==> src/rtl/mul8_pkg.sv <==
// Package: shared types for the byte multiplier.
// Assumes: nothing; pure type definitions.
package mul8_pkg;

    // Sequencer position during a multiply.
    typedef enum logic [1:0] {
        ST_IDLE  = 2'd0,
        ST_FIX_B = 2'd1,
        ST_FIX_A = 2'd2
    } mul_state_e;

    // Action applied to the product registers on the coming edge.
    typedef enum logic [1:0] {
        STEP_NONE  = 2'd0,
        STEP_LOAD  = 2'd1,
        STEP_FIX_B = 2'd2,
        STEP_FIX_A = 2'd3
    } prod_step_e;

endpackage

==> src/rtl/mul8_array.sv <==
// Module: combinational unsigned multiplier built from shifted partial products.
// Assumes: both operands unsigned; output is the full 2*W bit product.
module mul8_array #(
    parameter int W = 8
) (
    input  logic [W-1:0]   op_a,
    input  logic [W-1:0]   op_b,
    output logic [2*W-1:0] product
);
    localparam int PW = 2 * W;

    logic [PW-1:0] partial [W];

    // One partial product per multiplier bit.
    for (genvar i = 0; i < W; i++) begin : g_pp
        assign partial[i] = op_b[i] ? ({{W{1'b0}}, op_a} << i) : '0;
    end

    // Sum the partial products.
    always_comb begin
        product = '0;
        for (int k = 0; k < W; k++) begin
            product = product + partial[k];
        end
    end
endmodule

==> src/rtl/mul8_seq.sv <==
// Module: sequencer that accepts multiply strobes and steps signed correction.
// Assumes: start is ignored while busy; signed mode adds two correction edges.
module mul8_seq
    import mul8_pkg::*;
(
    input  logic       clk,
    input  logic       rst_n,
    input  logic       start,
    input  logic       signed_mode,
    output logic       busy,
    output logic       done,
    output prod_step_e step
);
    mul_state_e state_q, state_d;
    logic       accept;
    logic       done_q;

    assign accept = start && (state_q == ST_IDLE);
    assign busy   = (state_q != ST_IDLE);
    assign done   = done_q;

    // Decode the product-register action for the coming edge.
    always_comb begin
        case (state_q)
            ST_IDLE:  step = accept ? STEP_LOAD : STEP_NONE;
            ST_FIX_B: step = STEP_FIX_B;
            ST_FIX_A: step = STEP_FIX_A;
            default:  step = STEP_NONE;
        endcase
    end

    // Next-state selection.
    always_comb begin
        case (state_q)
            ST_IDLE:  state_d = (accept && signed_mode) ? ST_FIX_B : ST_IDLE;
            ST_FIX_B: state_d = ST_FIX_A;
            default:  state_d = ST_IDLE;
        endcase
    end

    // State and done-pulse registers.
    always_ff @(posedge clk) begin
        if (!rst_n) begin
            state_q <= ST_IDLE;
            done_q  <= 1'b0;
        end else begin
            state_q <= state_d;
            done_q  <= (accept && !signed_mode) || (state_q == ST_FIX_A);
        end
    end

    AST_BUSY_ENTRY: assert property (@(posedge clk) disable iff (!rst_n)
        $rose(busy) |=> busy);
    AST_BUSY_EXIT: assert property (@(posedge clk) disable iff (!rst_n)
        (busy && $past(busy)) |=> !busy);
    AST_DONE_ON_EXIT: assert property (@(posedge clk) disable iff (!rst_n)
        $fell(busy) |-> done);
    AST_NO_DONE_BUSY: assert property (@(posedge clk) disable iff (!rst_n)
        busy |-> !done);
endmodule

==> src/rtl/mul8_prodreg.sv <==
// Module: product register pair with operand capture and high-byte correction.
// Assumes: step comes from the sequencer; corrections wrap modulo 2**W.
module mul8_prodreg
    import mul8_pkg::*;
#(
    parameter int W = 8
) (
    input  logic           clk,
    input  logic           rst_n,
    input  prod_step_e     step,
    input  logic [W-1:0]   in_a,
    input  logic [W-1:0]   in_b,
    input  logic [2*W-1:0] raw_product,
    output logic [W-1:0]   hi,
    output logic [W-1:0]   lo
);
    localparam int MSB = W - 1;

    logic [W-1:0] op_a_q, op_b_q;
    logic [W-1:0] hi_q, lo_q;

    assign hi = hi_q;
    assign lo = lo_q;

    // Hold the operands of the accepted multiply for the correction steps.
    always_ff @(posedge clk) begin
        if (!rst_n) begin
            op_a_q <= '0;
            op_b_q <= '0;
        end else if (step == STEP_LOAD) begin
            op_a_q <= in_a;
            op_b_q <= in_b;
        end
    end

    // Load the raw product, then apply sign corrections to the high byte only.
    always_ff @(posedge clk) begin
        if (!rst_n) begin
            hi_q <= '0;
            lo_q <= '0;
        end else begin
            case (step)
                STEP_LOAD: begin
                    hi_q <= raw_product[2*W-1:W];
                    lo_q <= raw_product[W-1:0];
                end
                STEP_FIX_B: if (op_b_q[MSB]) hi_q <= hi_q - op_a_q;
                STEP_FIX_A: if (op_a_q[MSB]) hi_q <= hi_q - op_b_q;
                default: ;
            endcase
        end
    end

    AST_LO_FROZEN: assert property (@(posedge clk) disable iff (!rst_n)
        (step == STEP_FIX_B || step == STEP_FIX_A) |=> $stable(lo));
    AST_HI_KEEP_B: assert property (@(posedge clk) disable iff (!rst_n)
        (step == STEP_FIX_B && !op_b_q[MSB]) |=> $stable(hi));
    AST_HI_KEEP_A: assert property (@(posedge clk) disable iff (!rst_n)
        (step == STEP_FIX_A && !op_a_q[MSB]) |=> $stable(hi));
endmodule

==> src/rtl/mul8_signfix.sv <==
// Module: top of the byte multiplier with signed high-byte correction.
// Assumes: synchronous active-low reset; drives no status flags.
module mul8_signfix
    import mul8_pkg::*;
#(
    parameter int OPW = 8
) (
    input  logic           clk,
    input  logic           rst_n,
    input  logic           acc_load,
    input  logic [OPW-1:0] acc_data,
    input  logic           start,
    input  logic           signed_mode,
    input  logic [OPW-1:0] arg_b,
    output logic           busy,
    output logic           done,
    output logic [OPW-1:0] prod_hi,
    output logic [OPW-1:0] prod_lo
);
    localparam int PW = 2 * OPW;

    logic [OPW-1:0] acc_q;
    logic [PW-1:0]  raw_product;
    prod_step_e     step;

    // Accumulator operand register.
    always_ff @(posedge clk) begin
        if (!rst_n) begin
            acc_q <= '0;
        end else if (acc_load) begin
            acc_q <= acc_data;
        end
    end

    mul8_array #(.W(OPW)) i_array (
        .op_a    (acc_q),
        .op_b    (arg_b),
        .product (raw_product)
    );

    mul8_seq i_seq (
        .clk         (clk),
        .rst_n       (rst_n),
        .start       (start),
        .signed_mode (signed_mode),
        .busy        (busy),
        .done        (done),
        .step        (step)
    );

    mul8_prodreg #(.W(OPW)) i_prod (
        .clk         (clk),
        .rst_n       (rst_n),
        .step        (step),
        .in_a        (acc_q),
        .in_b        (arg_b),
        .raw_product (raw_product),
        .hi          (prod_hi),
        .lo          (prod_lo)
    );

    AST_UNSIGNED_PRODUCT: assert property (@(posedge clk) disable iff (!rst_n)
        (start && !busy && !signed_mode) |=>
        ({prod_hi, prod_lo} == (PW'($past(acc_q)) * PW'($past(arg_b)))));
    AST_UNSIGNED_DONE: assert property (@(posedge clk) disable iff (!rst_n)
        (start && !busy && !signed_mode) |=> (done && !busy));
    AST_RESET_STATE: assert property (@(posedge clk)
        !rst_n |=> (prod_hi == '0 && prod_lo == '0 && !busy && !done));
    AST_IDLE_HOLD: assert property (@(posedge clk) disable iff (!rst_n)
        (!busy && !start) |=> ($stable(prod_hi) && $stable(prod_lo)));
endmodule

==> config.mk <==
export PLATFORM = sky130hd
export DESIGN_NAME = mul8_signfix
export DESIGN_NICKNAME = d
export VERILOG_FILES = /design/src/rtl/mul8_pkg.sv /design/src/rtl/mul8_array.sv /design/src/rtl/mul8_seq.sv /design/src/rtl/mul8_prodreg.sv /design/src/rtl/mul8_signfix.sv
export SDC_FILE = /design/constraint.sdc
export NUM_CORES = 1
export LEC_CHECK = 0
export BUFFER_PORTS_ARGS = -buffer_cell sky130_fd_sc_hd__buf_2
export CAP_MARGIN = 10
export CORE_UTILIZATION = 40
export CTS_CLUSTER_DIAMETER = 30
export DETAILED_ROUTE_END_ITERATION = 8
export GPL_TIMING_DRIVEN = 0
export HOLD_SLACK_MARGIN = 0.06
export PLACE_DENSITY = 0.65
export SLEW_MARGIN = 20
export SYNTH_ARGS = -nofsm -noshare
export SYNTH_HDL_FRONTEND = slang
export SYNTH_HIERARCHICAL = 1
export SYNTH_SLANG_ARGS = --single-unit
==> constraint.sdc <==
create_clock -name clk -period 11.8 [get_ports clk]
set_clock_uncertainty 0.05 [all_clocks]
set_input_delay 0 -clock clk [delete_from_list [all_inputs] [get_ports clk]]
set_output_delay 0 -clock clk [all_outputs]
set_load 0.01 [all_outputs]
# Yosys cells after proc, flatten, opt, wreduce, memory -nomap -nowiden
# Cells that the tools add are included.
# Widths: inputs -> output; s select.
[word_totals]
reg_bits = 43
latch_bits = 0
ram_bits = 0
rom_bits = 0
n_memories = 0
[classes]
n_addsub = 9
multipliers = 0
div = 0
n_lt_le_gt_ge = 0
n_eq_ne = 7
shift = 0
n_mux = 15
bitwise = 0
reduce_logical = 9
[ops]
columns = ["cell", "n"]
rows = [
  ["$add 16x16->16", 3],
  ["$mux 8", 3],
  ["$pmux 8 s3", 1],
  ["$add 16x12->16", 1],
  ["$add 16x13->16", 1],
  ["$add 16x14->16", 1],
  ["$add 16x15->16", 1],
  ["$sub 8x8->8", 2],
  ["$mux 15", 1],
  ["$mux 14", 1],
  ["$mux 13", 1],
  ["$mux 12", 1],
  ["$mux 11", 1],
  ["$mux 10", 1],
  ["$mux 9", 1],
  ["$eq 2x2->1 const B", 3],
  ["$pmux 2 s3", 1],
  ["$eq 2x1->1 const B", 2],
  ["$ne 2x1->1 const B", 2],
  ["$pmux 2 s2", 1],
  ["$logic_and 1x1->1", 3],
  ["$reduce_and 3->1", 1],
  ["$reduce_bool 3->1", 1],
  ["$logic_not 2->1", 1],
  ["other kinds (4)", 5],
]

# Depth between registers and ports, before layout
# Gate-level depths: netlist of the first run.
[depth]
depth_word = 9
depth_mapped = 23
ltp_nobuf = 23

# Hierarchy
# Netlist of the first run, hierarchy kept.
[by_module_without_submodules]
columns = ["module", "instances", "cells_per_inst", "area_each_um2", "seq_area_each_um2"]
rows = [
  ["mul8_array", 1, 223, 1969.4, 0.0],
  ["mul8_prodreg", 1, 199, 1677.9, 640.6],
  ["mul8_signfix", 1, 25, 301.5, 160.2],
  ["mul8_seq", 1, 17, 166.4, 60.1],
]

# Worst setup path before layout of the first run
# No wires, ideal clock.
[synth_path]
path_type = "register -> register"
start = "register acc_q[2]"
end = "register i_prod.hi_q[5] (netlist: i_prod/hi[5])"
setup_time_ns = 0.119
arrival_ns = 5.143
required_ns = 11.631
path_slack_ns = 6.488
stages_incl_launch_ff = 22
period_less_slack_ns = 5.312
cell_sequence = "dfxtp_1 and2_1 ha_1 a211oi_1 nor2_1 o21ai_0 nor2b_1 xor2_1 fa_1 fa_1 fa_1 fa_1 inv_1 ha_1 a21o_2 a2111oi_4 o21bai_1 a21oi_1 xnor2_1 nor2_1 o21ai_0 o221a_2"
[synth_between]
elab_chain_cells = 9
elab_cells_between_ends = 16
classes_between = "add/sub (7); mux (9)"
[synth_lines]
columns = ["element", "line_no", "rtl"]
rows = [
  ["start, declared", "mul8_signfix.sv:22", "logic [OPW-1:0] acc_q;"],
  ["start signal, assigned", "mul8_signfix.sv:31", "acc_q <= acc_data;"],
  ["$mux 8 or $mux 9 (tied branches)", "mul8_array.sv:16", "assign partial[i] = op_b[i] ? ({{W{1'b0}}, op_a} << i) : '0;"],
  ["$add 16x16->16 (3 in series)", "mul8_array.sv:23", "product = product + partial[k];"],
  ["$add 16x12->16", "mul8_array.sv:23", ""],
  ["$add 16x13->16", "mul8_array.sv:23", ""],
  ["$add 16x14->16", "mul8_array.sv:23", ""],
  ["$add 16x15->16 *", "mul8_array.sv:23", ""],
  ["named net raw_product[13]", "mul8_signfix.sv:23", "logic [PW-1:0] raw_product;"],
  ["$pmux 8 s3 *", "mul8_prodreg.sv:42", "case (step)"],
  ["end signal, assigned", "mul8_prodreg.sv:44", "hi_q <= raw_product[2*W-1:W];"],
  ["end signal, assigned", "mul8_prodreg.sv:47", "STEP_FIX_B: if (op_b_q[MSB]) hi_q <= hi_q - op_a_q;"],
  ["end signal, assigned", "mul8_prodreg.sv:48", "STEP_FIX_A: if (op_a_q[MSB]) hi_q <= hi_q - op_b_q;"],
  ["end, declared", "mul8_prodreg.sv:20", "logic [W-1:0] hi_q, lo_q;"],
]
# The timed path passes the listed nets; every way through them passes the cells marked *.
# A chain may end at the register's enable or synchronous reset.

# Worst setup path after layout of the first run
[layout_path]
start = "register acc_q[1]"
end = "register i_prod.hi_q[5] (netlist: i_prod/hi[5])"
# The elaborated chain is that of the path after synthesis.

==> impl_metrics.prom, run 1 <==
# TYPE chip_impl_metric gauge
chip_impl_info{name="status",value="finished, final reports clean"} 1
chip_impl_metric{name="total_switching_power",unit="mW"} 0.164
chip_impl_metric{name="clock_power_share",unit="%"} 25.9
chip_impl_info{name="critical_path_cell_list",value="and2_1 -> ha_1 -> a211oi_1 -> nor2_1 -> o21ai_0 -> nor2b_1 -> xor2_1 -> fa_1 -> fa_1 -> fa_1 -> fa_1 -> inv_1 -> ha_1 -> a21o_2 -> a2111oi_4 -> o21bai_1 -> a21oi_1 -> xnor2_1 -> nor2_1 -> o21ai_0 -> o221a_2"} 1
chip_impl_metric{name="synthesis.instances",unit=""} 464
chip_impl_metric{name="dieWidth",unit="um"} 103
chip_impl_metric{name="area_growth_syn_to_layout",unit="%"} 19.3
chip_impl_metric{name="leakage_power",unit="nW"} 2.37
chip_impl_metric{name="finish.net_count",unit=""} 642
chip_impl_metric{name="worstMarginPinSlew",unit="ns"} 0.753
chip_impl_metric{name="p_comb_share",unit="%"} 38.1
chip_impl_metric{name="synth.distinct_cells",unit=""} 53
chip_impl_metric{name="total_congestion_overflow",unit=""} 0
chip_impl_metric{name="cts.sinks",unit=""} 43
chip_impl_metric{name="routabilityCongestion",unit=""} 0.817
chip_impl_metric{name="hold_ws",unit="ns"} 0.416
chip_impl_metric{name="synth.ff_latch_count",unit=""} 43
chip_impl_info{name="timing.critical_path.from_type",value="register"} 1
chip_impl_metric{name="die_h",unit="um"} 103
chip_impl_metric{name="drt-initial-drc-count",unit=""} 111
chip_impl_metric{name="multiInputGateArea",unit="mm^2"} 0.00301
chip_impl_metric{name="achievable-frequency",unit="MHz"} 167
chip_impl_metric{name="grt_first_pass_wirelength",unit="mm"} 16.6
chip_impl_metric{name="finalSetupTns",unit="ns"} 0
chip_impl_metric{name="path_buf_inv",unit=""} 1
chip_impl_info{name="critical-path-top-cell-by-count",value="fa_1"} 1
chip_impl_metric{name="residual_drc_count",unit=""} 0
chip_impl_metric{name="clockBufferDepth",unit=""} 2
chip_impl_metric{name="async_flop_share",unit="%"} 0
chip_impl_metric{name="max-slew-margin-rel",unit="%"} 49.3
chip_impl_metric{name="synth_nets",unit=""} 565
chip_impl_metric{name="syn_std_cell_area",unit="mm^2"} 0.00412
chip_impl_metric{name="starting_density",unit="%"} 41.7
chip_impl_metric{name="max-cap-violations",unit=""} 0
chip_impl_metric{name="antennaDiodeCount",unit=""} 0
chip_impl_metric{name="worstPathArrival",unit="ns"} 6.14
chip_impl_metric{name="port-buffer-count",unit=""} 37
chip_impl_metric{name="sequentialPowerShare",unit="%"} 36.0
chip_impl_metric{name="num-fill-cells",unit=""} 937
chip_impl_info{name="final_cell_mix",value="nand2_1, ha_1, inv_1, dfxtp_1, buf_2"} 1
chip_impl_metric{name="detailed_place_hpwl",unit="mm"} 7.12
chip_impl_metric{name="htree_num_levels",unit=""} 2
chip_impl_metric{name="avgSynthCellArea",unit="um^2"} 8.87
chip_impl_info{name="min_path_type",value="reg2reg"} 1
chip_impl_metric{name="critPathMaxFanout",unit=""} 10
chip_impl_metric{name="fraction_of_the_yosys_area_taken_by_sequential_cells",unit="%"} 20.9
chip_impl_metric{name="finalWirelength",unit="mm"} 9.62
chip_impl_metric{name="count_of_non_filler_cells_in_the_finished_layout",unit=""} 675
chip_impl_info{name="layout.cells.most_common",value="nand2_1"} 1
chip_impl_metric{name="worst_ep_required_time",unit="ns"} 11.95
chip_impl_metric{name="drtAntennaViolNets",unit=""} 0
chip_impl_info{name="rsz0062_at_grt",value="false"} 1
chip_impl_info{name="worstSetupPathType",value="reg2reg"} 1
chip_impl_metric{name="vias",unit=""} 3398
chip_impl_metric{name="sw_frac_of_total",unit="%"} 35.5
chip_impl_metric{name="final.period_utilization",unit="%"} 50.8
chip_impl_metric{name="placement_rows",unit=""} 36
chip_impl_metric{name="cellPowerDensity",unit="mW/mm^2"} 94.4
chip_impl_metric{name="timing.critical_path.slowest_cell_delay",unit="ns"} 0.60
chip_impl_metric{name="antenna_found_initial",unit=""} 0
chip_impl_metric{name="drt-pass1-iter-count",unit=""} 4
chip_impl_metric{name="cts-buffers-inserted",unit=""} 5
chip_impl_metric{name="clock_insertion_delay_worst_skew",unit="ns"} 0.30
chip_impl_info{name="worst_setup_ep_type",value="register"} 1
chip_impl_metric{name="regToRegSetupSlack",unit="ns"} 5.81
chip_impl_metric{name="intPower",unit="mW"} 0.299
chip_impl_metric{name="die_area",unit="mm^2"} 0.0107
chip_impl_metric{name="worst_slack",unit="ns"} 5.81
chip_impl_metric{name="detailedPlace.worstSlack",unit="ns"} 5.83
chip_impl_metric{name="synthesis.yosys.warnings",unit=""} 6
chip_impl_info{name="tritoncts",value="yes"} 1
chip_impl_info{name="timing.critical_path.max_delay_family",value="adder cells"} 1
chip_impl_metric{name="place_inst",unit=""} 634
chip_impl_metric{name="grt_usage",unit="%"} 20.4
chip_impl_metric{name="ios",unit=""} 39
chip_impl_metric{name="post_route_cells_drive_above_1_share",unit="%"} 11.8
chip_impl_metric{name="timing.final.setup_violations",unit=""} 0
chip_impl_info{name="synth-main-ff-cell",value="dfxtp_1"} 1
chip_impl_metric{name="path_clk_slew",unit="ns"} 0.09
chip_impl_metric{name="grt_max_degree",unit=""} 20
chip_impl_metric{name="vdd_ir_drop_max",unit="V"} 0.0000555
chip_impl_info{name="ctsRootBufferMaster",value="clkbuf_8"} 1
chip_impl_metric{name="hold_viol_final",unit=""} 0
chip_impl_metric{name="seq_area",unit="um^2"} 861
chip_impl_info{name="cpMaxStageDelayCell",value="dfxtp_1"} 1
chip_impl_metric{name="grt_pass1_vias",unit=""} 3556
chip_impl_metric{name="core_region_area",unit="mm^2"} 0.00986
chip_impl_metric{name="slew_violations",unit=""} 0
chip_impl_metric{name="synth_enable_flop_cells",unit=""} 0
chip_impl_metric{name="finalWorstPathRequiredPeriod",unit="ns"} 5.99
chip_impl_metric{name="finalCoreUtilization",unit="%"} 49.8
chip_impl_metric{name="detail_route.wl_per_cell",unit="um"} 14.3
chip_impl_metric{name="routed_via_density",unit=""} 5.03
[final timing paths]
kind / start / to / cells past startpoint
setup / recovery: acc_q[1] / i_prod/hi[5] / 21
hold / removal: i_prod/lo[0] / i_prod/lo[0] / 2
setup reg to reg: acc_q[1] / i_prod/hi[5] / 21
hold reg to reg: i_prod/lo[0] / i_prod/lo[0] / 2
[synth_stat cells, drive strengths merged, types with 2 or more instances]
library cell,instances,area [um^2]
inv,44,165
a21boi,24,180
a21oi,15,75.1
nor3,4,20.0
nor2b,14,95.1
nand3,2,10.0
mux2,3,33.8
nand3b,2,15.0
and3,2,22.5
nand2,92,348
xor2,3,26.3
xnor2,13,114
o21ai,14,70.1
and2,34,216
dfxtp,43,861
o21a,4,30.0
clkbuf,8,40.0
o211a,3,30.0
a211oi,4,30.0
o211ai,3,22.5
ha,45,563
fa,35,701
o21bai,2,15.0
nor2,11,41.3
a21o,5,38.8
mux2i,14,140
a31oi,2,12.5
buf,3,23.8
[sequential cells by signal, summed over array words and instances (netlist names)]
register,count
i_seq/done,1
i_prod/hi,8
i_prod/op_a_q,8
i_seq/state_q,2
acc_q,8
i_prod/op_b_q,8
i_prod/lo,8
[worst reg2reg max path: stages, from the launching register on]
cell and delay (ns):
dfxtp_1 0.60, and2_1 0.26, ha_1 0.26, a211oi_1 0.22, nor2_1 0.10, o21ai_0 0.26, nor2b_1 0.21, xor2_1 0.19
fa_1 0.45, fa_1 0.40, fa_1 0.49, fa_1 0.60, inv_1 0.06, ha_1 0.28, a21o_2 0.22, a2111oi_4 0.39
o21bai_1 0.11, a21oi_1 0.18, xnor2_1 0.08, nor2_1 0.11, o21ai_0 0.11, o221a_2 0.27
[metrics by stage]
stage	power [mW]	instance area (um^2)
global route	0.501	4910
global placement	0.332	4470
detailed placement	0.336	4470
finish	0.464	4910
floorplan	0.289	4120
CTS	0.467	4910
[area by class of cell]
class / instances / share of cell area (%)
Multi-Input combinational cell: 365 / 61.2
Sequential cell: 43 / 17.5
Timing Repair Buffer: 70 / 10.5
Tap cell: 133 / 3.39
Inverter: 44 / 3.36
Buffer: 12 / 1.68
Clock buffer: 5 / 1.40
Clock inverter: 3 / 0.892
[cells by family (layout without fill, tap and decap cells)]
logic type                 Yosys count  count (layout)  share of synthesized area [%]
adders and majority gates           80              80                           30.7
AOI/OAI and AO/OA                   84              84                           14.7
and+or+nand+nor                    168             168                           20.0
xor gates and xnor gates            16              16                           3.41
DFF                                 43              43                           20.9
buffers and inverters               56             134                           6.02
muxes                               17              17                           4.23
[power by group through the flow]
| stage | registers (mW) | clock network, mW | logic (mW) |
|---|---|---|---|
| global route | 0.169 | 0.131 | 0.202 |
| detailed placement | 0.170 | 0 | 0.165 |
| floorplan | 0.170 | 0 | 0.120 |
| CTS | 0.167 | 0.124 | 0.177 |
| finish | 0.167 | 0.120 | 0.177 |
| global placement | 0.170 | 0 | 0.162 |
[repair_timing]
action | in CTS | in global routing
gates resized for setup | 0 | 0
buffers inserted | 0 | 0
hold buffers | 33 | 0
endpoints found under the hold margin | 19 | 0
[routing by layer]
layer	part of all wire (%)	up-vias	track usage (%)
met4	0.71	0	4.01
met2	49	67	36.7
met3	3.6	6	3.63
met5	0	-	0
li1	-	1692	-
met1	46	1633	25.5
No activity file was read; power rests on OpenSTA's default activity.
==> run 2, diff against run 1 <==
==> constraint.sdc (replaced) <==
create_clock -name clk -period 5.8 [get_ports clk]
set_clock_uncertainty 0.05 [all_clocks]
set_input_delay 0 -clock clk [delete_from_list [all_inputs] [get_ports clk]]
set_output_delay 0 -clock clk [all_outputs]
set_load 0.01 [all_outputs]
==> run 2 against run 1 <==
Routed wire length is 1.1% higher. Combinational power up 110%. Via count up 2.1%. Register-to-register slack worse by 5.5 ns. Sequential share of layout area fell by 0.15 points. Setup slack worse by 5.5 ns. Global-route usage rose by 0.13 points. Clock power grew 100%. Sequential power up 100%. Critical path type unchanged.
==> impl_metrics.prom, run 2 (synthesis gave the netlist of run 1 again) <==
# TYPE chip_impl_metric gauge
chip_impl_info{name="timing.critical_path.from_type",value="register"} 1
chip_impl_metric{name="max-cap-violations",unit=""} 0
chip_impl_metric{name="grt_max_degree",unit=""} 20
chip_impl_info{name="critical-path-top-cell-by-count",value="fa_1"} 1
chip_impl_metric{name="finalWirelength",unit="mm"} 9.73
chip_impl_metric{name="detailed_place.area",unit="mm^2"} 0.00447
chip_impl_metric{name="cts.sinks",unit=""} 43
chip_impl_info{name="worst_setup_ep_type",value="register"} 1
chip_impl_metric{name="detail_route.wl_per_cell",unit="um"} 14.2
chip_impl_info{name="hold_end",value="i_prod/lo[0]"} 1
chip_impl_metric{name="starting_density",unit="%"} 41.7
chip_impl_metric{name="finalSetupTns",unit="ns"} 0
chip_impl_info{name="hold_path_startpoint",value="arg_b[0]"} 1
chip_impl_metric{name="area_growth_syn_to_layout",unit="%"} 22.3
chip_impl_metric{name="intPower",unit="mW"} 0.616
chip_impl_info{name="rsz0062_at_grt",value="false"} 1
chip_impl_metric{name="finalWorstPathRequiredPeriod",unit="ns"} 5.46
chip_impl_metric{name="grt_usage",unit="%"} 20.5
chip_impl_metric{name="drt-pass1-iter-count",unit=""} 4
chip_impl_metric{name="max-slew-margin-rel",unit="%"} 47.2
chip_impl_metric{name="ios",unit=""} 39
chip_impl_metric{name="cellPowerDensity",unit="mW/mm^2"} 190
chip_impl_metric{name="worstMarginPinSlew",unit="ns"} 0.783
chip_impl_metric{name="total_congestion_overflow",unit=""} 0
chip_impl_metric{name="antennaDiodeCount",unit=""} 0
chip_impl_metric{name="slew_violations",unit=""} 0
chip_impl_metric{name="grt_first_pass_wirelength",unit="mm"} 16.7
chip_impl_metric{name="port-buffer-count",unit=""} 37
chip_impl_info{name="min_path_type",value="in2reg"} 1
chip_impl_metric{name="final_cell_area",unit="mm^2"} 0.00503
chip_impl_metric{name="placement_rows",unit=""} 36
chip_impl_metric{name="vias",unit=""} 3470
chip_impl_metric{name="cts-buffers-inserted",unit=""} 5
chip_impl_metric{name="die_h",unit="um"} 103
chip_impl_metric{name="globalRouteMet1Util",unit="%"} 25.4
chip_impl_metric{name="seq_area",unit="um^2"} 875
chip_impl_info{name="ctsRootBufferMaster",value="clkbuf_8"} 1
chip_impl_metric{name="clock_insertion_delay_worst_skew",unit="ns"} 0.31
chip_impl_metric{name="path_clk_slew",unit="ns"} 0.09
chip_impl_info{name="timing.critical_path.max_delay_family",value="adder cells"} 1
chip_impl_metric{name="num-fill-cells",unit=""} 924
chip_impl_info{name="tritoncts",value="yes"} 1
chip_impl_metric{name="core_region_area",unit="mm^2"} 0.00986
chip_impl_metric{name="path_buf_inv",unit=""} 3
chip_impl_metric{name="p_comb_share",unit="%"} 38.9
chip_impl_metric{name="die_area",unit="mm^2"} 0.0107
chip_impl_metric{name="vdd_ir_drop_max",unit="V"} 0.000107
chip_impl_metric{name="worstPathArrival",unit="ns"} 5.61
chip_impl_metric{name="dieWidth",unit="um"} 103
chip_impl_info{name="layout.cells.most_common",value="nand2_1"} 1
chip_impl_metric{name="gr_util_met3",unit="%"} 3.43
chip_impl_metric{name="routed_via_density",unit=""} 5.08
chip_impl_info{name="crit-reg2reg-capture",value="i_prod/hi[5]"} 1
chip_impl_metric{name="leakage_power",unit="nW"} 2.43
chip_impl_metric{name="timing.final.setup_violations",unit=""} 0
chip_impl_metric{name="regToRegSetupSlack",unit="ns"} 0.34
chip_impl_metric{name="sw_frac_of_total",unit="%"} 35.4
chip_impl_info{name="gr-max-usage-layer",value="met2"} 1
chip_impl_metric{name="residual_drc_count",unit=""} 0
chip_impl_metric{name="htree_num_levels",unit=""} 2
chip_impl_metric{name="clock_power_share",unit="%"} 25.6
chip_impl_metric{name="drt-initial-drc-count",unit=""} 109
chip_impl_metric{name="post_route_cells_drive_above_1_share",unit="%"} 15.5
chip_impl_metric{name="total_switching_power",unit="mW"} 0.338
chip_impl_info{name="status",value="finished, final reports clean"} 1
chip_impl_metric{name="achievable-frequency",unit="MHz"} 183
chip_impl_metric{name="drtAntennaViolNets",unit=""} 0
chip_impl_metric{name="critPathMaxFanout",unit=""} 10
chip_impl_metric{name="hold_viol_final",unit=""} 0
chip_impl_metric{name="hold_ws",unit="ns"} 0.110
chip_impl_metric{name="worst_ep_required_time",unit="ns"} 5.96
chip_impl_info{name="final_cell_mix",value="nand2_1, ha_1, inv_1, dfxtp_1, buf_2"} 1
chip_impl_metric{name="whs_path_cells",unit=""} 4
chip_impl_metric{name="grt.met2_usage",unit="%"} 36.8
chip_impl_metric{name="timing.critical_path.slowest_cell_delay",unit="ns"} 0.49
chip_impl_metric{name="sequentialPowerShare",unit="%"} 35.5
chip_impl_info{name="worstSetupPathType",value="reg2reg"} 1
chip_impl_metric{name="finish.net_count",unit=""} 650
chip_impl_metric{name="clockBufferDepth",unit=""} 2
chip_impl_metric{name="multiInputGateArea",unit="mm^2"} 0.00305
chip_impl_metric{name="rr_worst_depth",unit=""} 23
chip_impl_metric{name="antenna_found_initial",unit=""} 0
chip_impl_info{name="reg2reg_from",value="acc_q[3]"} 1
chip_impl_metric{name="grt_pass1_vias",unit=""} 3609
chip_impl_metric{name="routabilityCongestion",unit=""} 0.817
chip_impl_metric{name="final.period_utilization",unit="%"} 94.1
chip_impl_info{name="cpMaxStageDelayCell",value="fa_1"} 1
chip_impl_metric{name="detailed_place_hpwl",unit="mm"} 7.12
chip_impl_info{name="critical_path_cell_list",value="and2_1 -> ha_1 -> o21ai_1 -> nor2_2 -> o21ai_2 -> nor2b_4 -> xor2_2 -> fa_1 -> fa_1 -> inv_1 -> fa_1 -> inv_2 -> fa_1 -> inv_1 -> ha_1 -> a21o_2 -> a2111oi_4 -> o21bai_1 -> a21oi_1 -> xnor2_1 -> nor2_1 -> o21ai_1 -> o221a_2"} 1
## run 2: metrics by stage
step / instances / utilization [%] / worst slack, ns / total power [mW]
after floorplan: 464 / - / 0.488 / 0.589
after global routing: 683 / 51.0 / 0.0441 / 1.03
after CTS: 676 / 50.0 / 0.0155 / 0.950
after global placement: 634 / 45.3 / -0.0965 / 0.676
final: 683 / 51.0 / 0.344 / 0.954
after detailed placement: 634 / 45.3 / -0.172 / 0.683
## run 2: what timing repair did
| item | in CTS | in global routing |
|---|---|---|
| setup buffers | 0 | 7 |
| hold buffers | 34 | 0 |
| pin swaps | 0 | 10 |
| hold endpoints to repair | 19 | 0 |
| resized for setup | 5 | 18 |
| setup endpoints to repair | 2 | 3 |
## run 2: power by group through the flow
stage | logic (mW) | clock network, mW | registers [mW]
after global placement | 0.330 | 0 | 0.346
after floorplan | 0.243 | 0 | 0.345
after CTS | 0.360 | 0.251 | 0.339
after global routing | 0.421 | 0.264 | 0.343
after detailed placement | 0.337 | 0 | 0.346
final | 0.372 | 0.244 | 0.338
## run 2: layout make-up
class | instances | area share [%]
Multi-Input combinational cell | 365 | 60.6
Sequential cell | 43 | 17.4
Timing Repair Buffer | 78 | 11.5
Tap cell | 133 | 3.31
Inverter | 44 | 3.28
Buffer | 12 | 1.64
Clock buffer | 5 | 1.37
Clock inverter | 3 | 0.870
## run 2: worst reg2reg max path: stages (launching register included)
cell and delay (ns):
dfxtp_4 0.40, and2_1 0.16, ha_1 0.35, o21ai_1 0.17, nor2_2 0.07, o21ai_2 0.16, nor2b_4 0.18, xor2_2 0.16
fa_1 0.45, fa_1 0.49, inv_1 0.05, fa_1 0.42, inv_2 0.07, fa_1 0.40, inv_1 0.07, ha_1 0.22
a21o_2 0.22, a2111oi_4 0.42, o21bai_1 0.11, a21oi_1 0.16, xnor2_1 0.08, nor2_1 0.13, o21ai_1 0.09, o221a_2 0.27
## run 2: how the worst max path moves through the flow
stage	cells after the start	startpoint	slack [ns]	to
2_1_floorplan	21	acc_q[2]	0.49	i_prod/hi[5]
3_3_place_gp	21	acc_q[1]	-0.1	i_prod/hi[5]
3_5_place_dp	21	acc_q[2]	-0.17	i_prod/hi[5]
4_1_cts	23	arg_b[1]	0.02	i_prod/hi[5]
5_1_grt	23	acc_q[1]	0.04	i_prod/hi[5]
6_report	23	acc_q[3]	0.34	i_prod/hi[5]
## run 2: per-layer routing
metal	share of wire (%)	vias up
met1	46	1670
met2	49	77
met5	0	-
met4	1.5	0
met3	3.7	12
li1	-	1711
==> run 3, diff against run 2 <==
--- a/config.mk
+++ b/config.mk
@@ -13,6 +13,7 @@
 export GPL_TIMING_DRIVEN = 0
 export HOLD_SLACK_MARGIN = 0.06
 export PLACE_DENSITY = 0.65
+export REMOVE_ABC_BUFFERS = 1
 export SLEW_MARGIN = 20
 export SYNTH_ARGS = -nofsm -noshare
 export SYNTH_HDL_FRONTEND = slang
==> run 3 against run 2 <==
Combinational power fell by 7.8%. Total power is 2.9% lower. Design area decreased by 4.2%. Setup slack worse by 0.18 ns. Global-route usage fell by 3.0 points. Fmax down 3.2%. Routed wire length decreased by 11%. First-iteration DRC count increased by 46%. Non-clock buffer count shrank 26. Critical path depth up 2. Highest routed layer unchanged.
==> impl_metrics.prom, run 3 (synthesis gave the netlist of run 1 again) <==
# TYPE chip_impl_metric gauge
chip_impl_info{name="status",value="finished, final reports clean"} 1
chip_impl_metric{name="finalSetupTns",unit="ns"} 0
chip_impl_metric{name="finish.net_count",unit=""} 624
chip_impl_metric{name="timing.final.setup_violations",unit=""} 0
chip_impl_info{name="layout.cells.most_common",value="nand2_1"} 1
chip_impl_metric{name="routed_via_density",unit=""} 4.98
chip_impl_metric{name="max-slew-margin-rel",unit="%"} 38.7
chip_impl_metric{name="worst_slack",unit="ns"} 0.166
chip_impl_metric{name="path_buf_inv",unit=""} 5
chip_impl_metric{name="vias",unit=""} 3269
chip_impl_metric{name="drt-initial-drc-count",unit=""} 159
chip_impl_metric{name="seq_area",unit="um^2"} 877
chip_impl_metric{name="grt_first_pass_wirelength",unit="mm"} 14.7
chip_impl_metric{name="worst_ep_required_time",unit="ns"} 5.95
chip_impl_metric{name="clock_insertion_delay_worst_skew",unit="ns"} 0.30
chip_impl_metric{name="final.period_utilization",unit="%"} 97.1
chip_impl_metric{name="count_of_non_filler_cells_in_the_finished_layout",unit=""} 657
chip_impl_metric{name="multiInputGateArea",unit="mm^2"} 0.00305
chip_impl_metric{name="place_inst",unit=""} 624
chip_impl_metric{name="detailed_place_hpwl",unit="mm"} 6.31
chip_impl_metric{name="routabilityCongestion",unit=""} 0.855
chip_impl_metric{name="cts-buffers-inserted",unit=""} 5
chip_impl_info{name="final_cell_mix",value="nand2_1, inv_1, ha_1, dfxtp_1, buf_2"} 1
chip_impl_metric{name="port-buffer-count",unit=""} 38
chip_impl_metric{name="worstPathArrival",unit="ns"} 5.78
chip_impl_info{name="ctsRootBufferMaster",value="clkbuf_8"} 1
chip_impl_metric{name="dieWidth",unit="um"} 103
chip_impl_info{name="hold_path_startpoint",value="acc_load"} 1
chip_impl_metric{name="leakage_power",unit="nW"} 2.31
chip_impl_metric{name="detailedPlace.worstSlack",unit="ns"} -0.174
chip_impl_metric{name="final_cell_area",unit="mm^2"} 0.00482
chip_impl_metric{name="achievable-frequency",unit="MHz"} 177
chip_impl_metric{name="drtAntennaViolNets",unit=""} 0
chip_impl_metric{name="placement_rows",unit=""} 36
chip_impl_metric{name="drt-pass1-iter-count",unit=""} 4
chip_impl_metric{name="slew_violations",unit=""} 0
chip_impl_metric{name="finalWorstPathRequiredPeriod",unit="ns"} 5.63
chip_impl_info{name="crit-reg2reg-capture",value="i_prod/hi[5]"} 1
chip_impl_metric{name="antennaDiodeCount",unit=""} 0
chip_impl_metric{name="starting_density",unit="%"} 41.7
chip_impl_info{name="min_path_type",value="in2reg"} 1
chip_impl_metric{name="die_h",unit="um"} 103
chip_impl_info{name="cpMaxStageDelayCell",value="dlygate4sd3_1"} 1
chip_impl_info{name="timing.critical_path.max_delay_family",value="adder cells"} 1
chip_impl_metric{name="critPathMaxFanout",unit=""} 9
chip_impl_metric{name="rr_worst_depth",unit=""} 23
chip_impl_metric{name="grt_max_degree",unit=""} 47
chip_impl_metric{name="die_area",unit="mm^2"} 0.0107
chip_impl_info{name="tritoncts",value="yes"} 1
chip_impl_metric{name="residual_drc_count",unit=""} 0
chip_impl_metric{name="htree_num_levels",unit=""} 2
chip_impl_metric{name="regToRegSetupSlack",unit="ns"} 0.18
chip_impl_metric{name="cellPowerDensity",unit="mW/mm^2"} 192
chip_impl_info{name="timing.critical_path.from_type",value="input pin"} 1
chip_impl_metric{name="detail_route.wl_per_cell",unit="um"} 13.2
chip_impl_metric{name="antenna_found_initial",unit=""} 0
chip_impl_metric{name="num-fill-cells",unit=""} 925
chip_impl_metric{name="total_congestion_overflow",unit=""} 0
chip_impl_info{name="worst_setup_ep_type",value="register"} 1
chip_impl_metric{name="grt_pass1_vias",unit=""} 3128
chip_impl_metric{name="whs_path_cells",unit=""} 3
chip_impl_metric{name="timing.critical_path.slowest_cell_delay",unit="ns"} 0.54
chip_impl_metric{name="path_clk_slew",unit="ns"} 0.09
chip_impl_info{name="worstSetupPathType",value="in2reg"} 1
chip_impl_info{name="hold_end",value="acc_q[3]"} 1
chip_impl_metric{name="finalWirelength",unit="mm"} 8.69
chip_impl_metric{name="hold_viol_final",unit=""} 0
chip_impl_metric{name="worstMarginPinSlew",unit="ns"} 0.916
chip_impl_metric{name="clockBufferDepth",unit=""} 2
chip_impl_metric{name="cts.sinks",unit=""} 43
chip_impl_metric{name="core_region_area",unit="mm^2"} 0.00986
chip_impl_metric{name="finalCoreUtilization",unit="%"} 48.9
chip_impl_metric{name="detailed_place.area",unit="mm^2"} 0.00441
chip_impl_info{name="reg2reg_from",value="acc_q[1]"} 1
chip_impl_metric{name="max-cap-violations",unit=""} 0
chip_impl_metric{name="ios",unit=""} 39
chip_impl_metric{name="vdd_ir_drop_max",unit="V"} 0.000124
chip_impl_metric{name="area_growth_syn_to_layout",unit="%"} 17.2
chip_impl_metric{name="post_route_cells_drive_above_1_share",unit="%"} 15.8
chip_impl_metric{name="grt_usage",unit="%"} 17.5
==> run 3: power by group <==
| group | leakage (nW) | internal, mW | switching (mW) |
|---|---|---|---|
| combinational | 1.89 | 0.156 | 0.187 |
| sequential | 0.355 | 0.317 | 0.0202 |
| clock | 0.0612 | 0.140 | 0.107 |
| total | 2.31 | 0.612 | 0.314 |
==> run 3: stage by stage <==
| stage | total power, mW | hold WS, ns |
|---|---|---|
| finish | 0.926 | 0.0862 |
| global route | 1.00 | 0.0910 |
| CTS | 0.930 | 0.0794 |
| detailed placement | 0.670 | 0.218 |
| global placement | 0.661 | 0.202 |
| floorplan | 0.580 | 0.0610 |
==> run 3: final cells by class <==
class,instances,share of cell area [%]
Sequential cell,43,18.2
Timing Repair Buffer,64,9.18
Tap cell,133,3.45
Clock buffer,6,1.71
Clock inverter,2,0.726
Inverter,44,3.42
Multi-Input combinational cell,365,63.3
==> run 3: repair_timing <==
action / CTS / global route
pin swaps: 0 / 11
hold endpoints to repair: 18 / 0
buffers inserted: 0 / 6
setup endpoints to repair: 1 / 2
hold buffers: 19 / 0
resized for setup: 6 / 18
gates cloned: 0 / 0
==> run 3: worst max path at each step <==
stage	start	endpoint	slack, ns	cells past startpoint
after global placement	acc_q[2]	i_prod/hi[5]	-0.08	21
after global routing	acc_q[1]	i_prod/hi[5]	-0.1	23
after CTS	acc_q[2]	i_prod/hi[5]	0.01	21
after detailed placement	acc_q[2]	i_prod/hi[5]	-0.17	21
final	arg_b[1]	i_prod/hi[5]	0.17	25
after floorplan	acc_q[2]	i_prod/hi[5]	0.47	21
==> run 3: per-layer routing <==
layer	global-route usage, %	wire, um
met1	24.3	4260
met2	29.0	4080
met3	1.81	269
met4	4.55	73
met5	0	0
==> run 3: worst reg2reg max path, stage by stage (launching register included) <==
cell and delay (ns):
dfxtp_4 0.42, and2_4 0.19, ha_4 0.20, a211oi_2 0.21, nor2_1 0.09, o21ai_1 0.18
nor2b_2 0.17, xor2_1 0.20, fa_1 0.46, fa_2 0.53, inv_1 0.06, fa_2 0.38
inv_2 0.06, fa_1 0.42, inv_1 0.08, ha_1 0.23, a21o_2 0.25, a2111oi_4 0.41
o21bai_1 0.13, a21oi_1 0.16, xnor2_1 0.12, nor2_1 0.14, o21ai_1 0.09, o221a_2 0.28
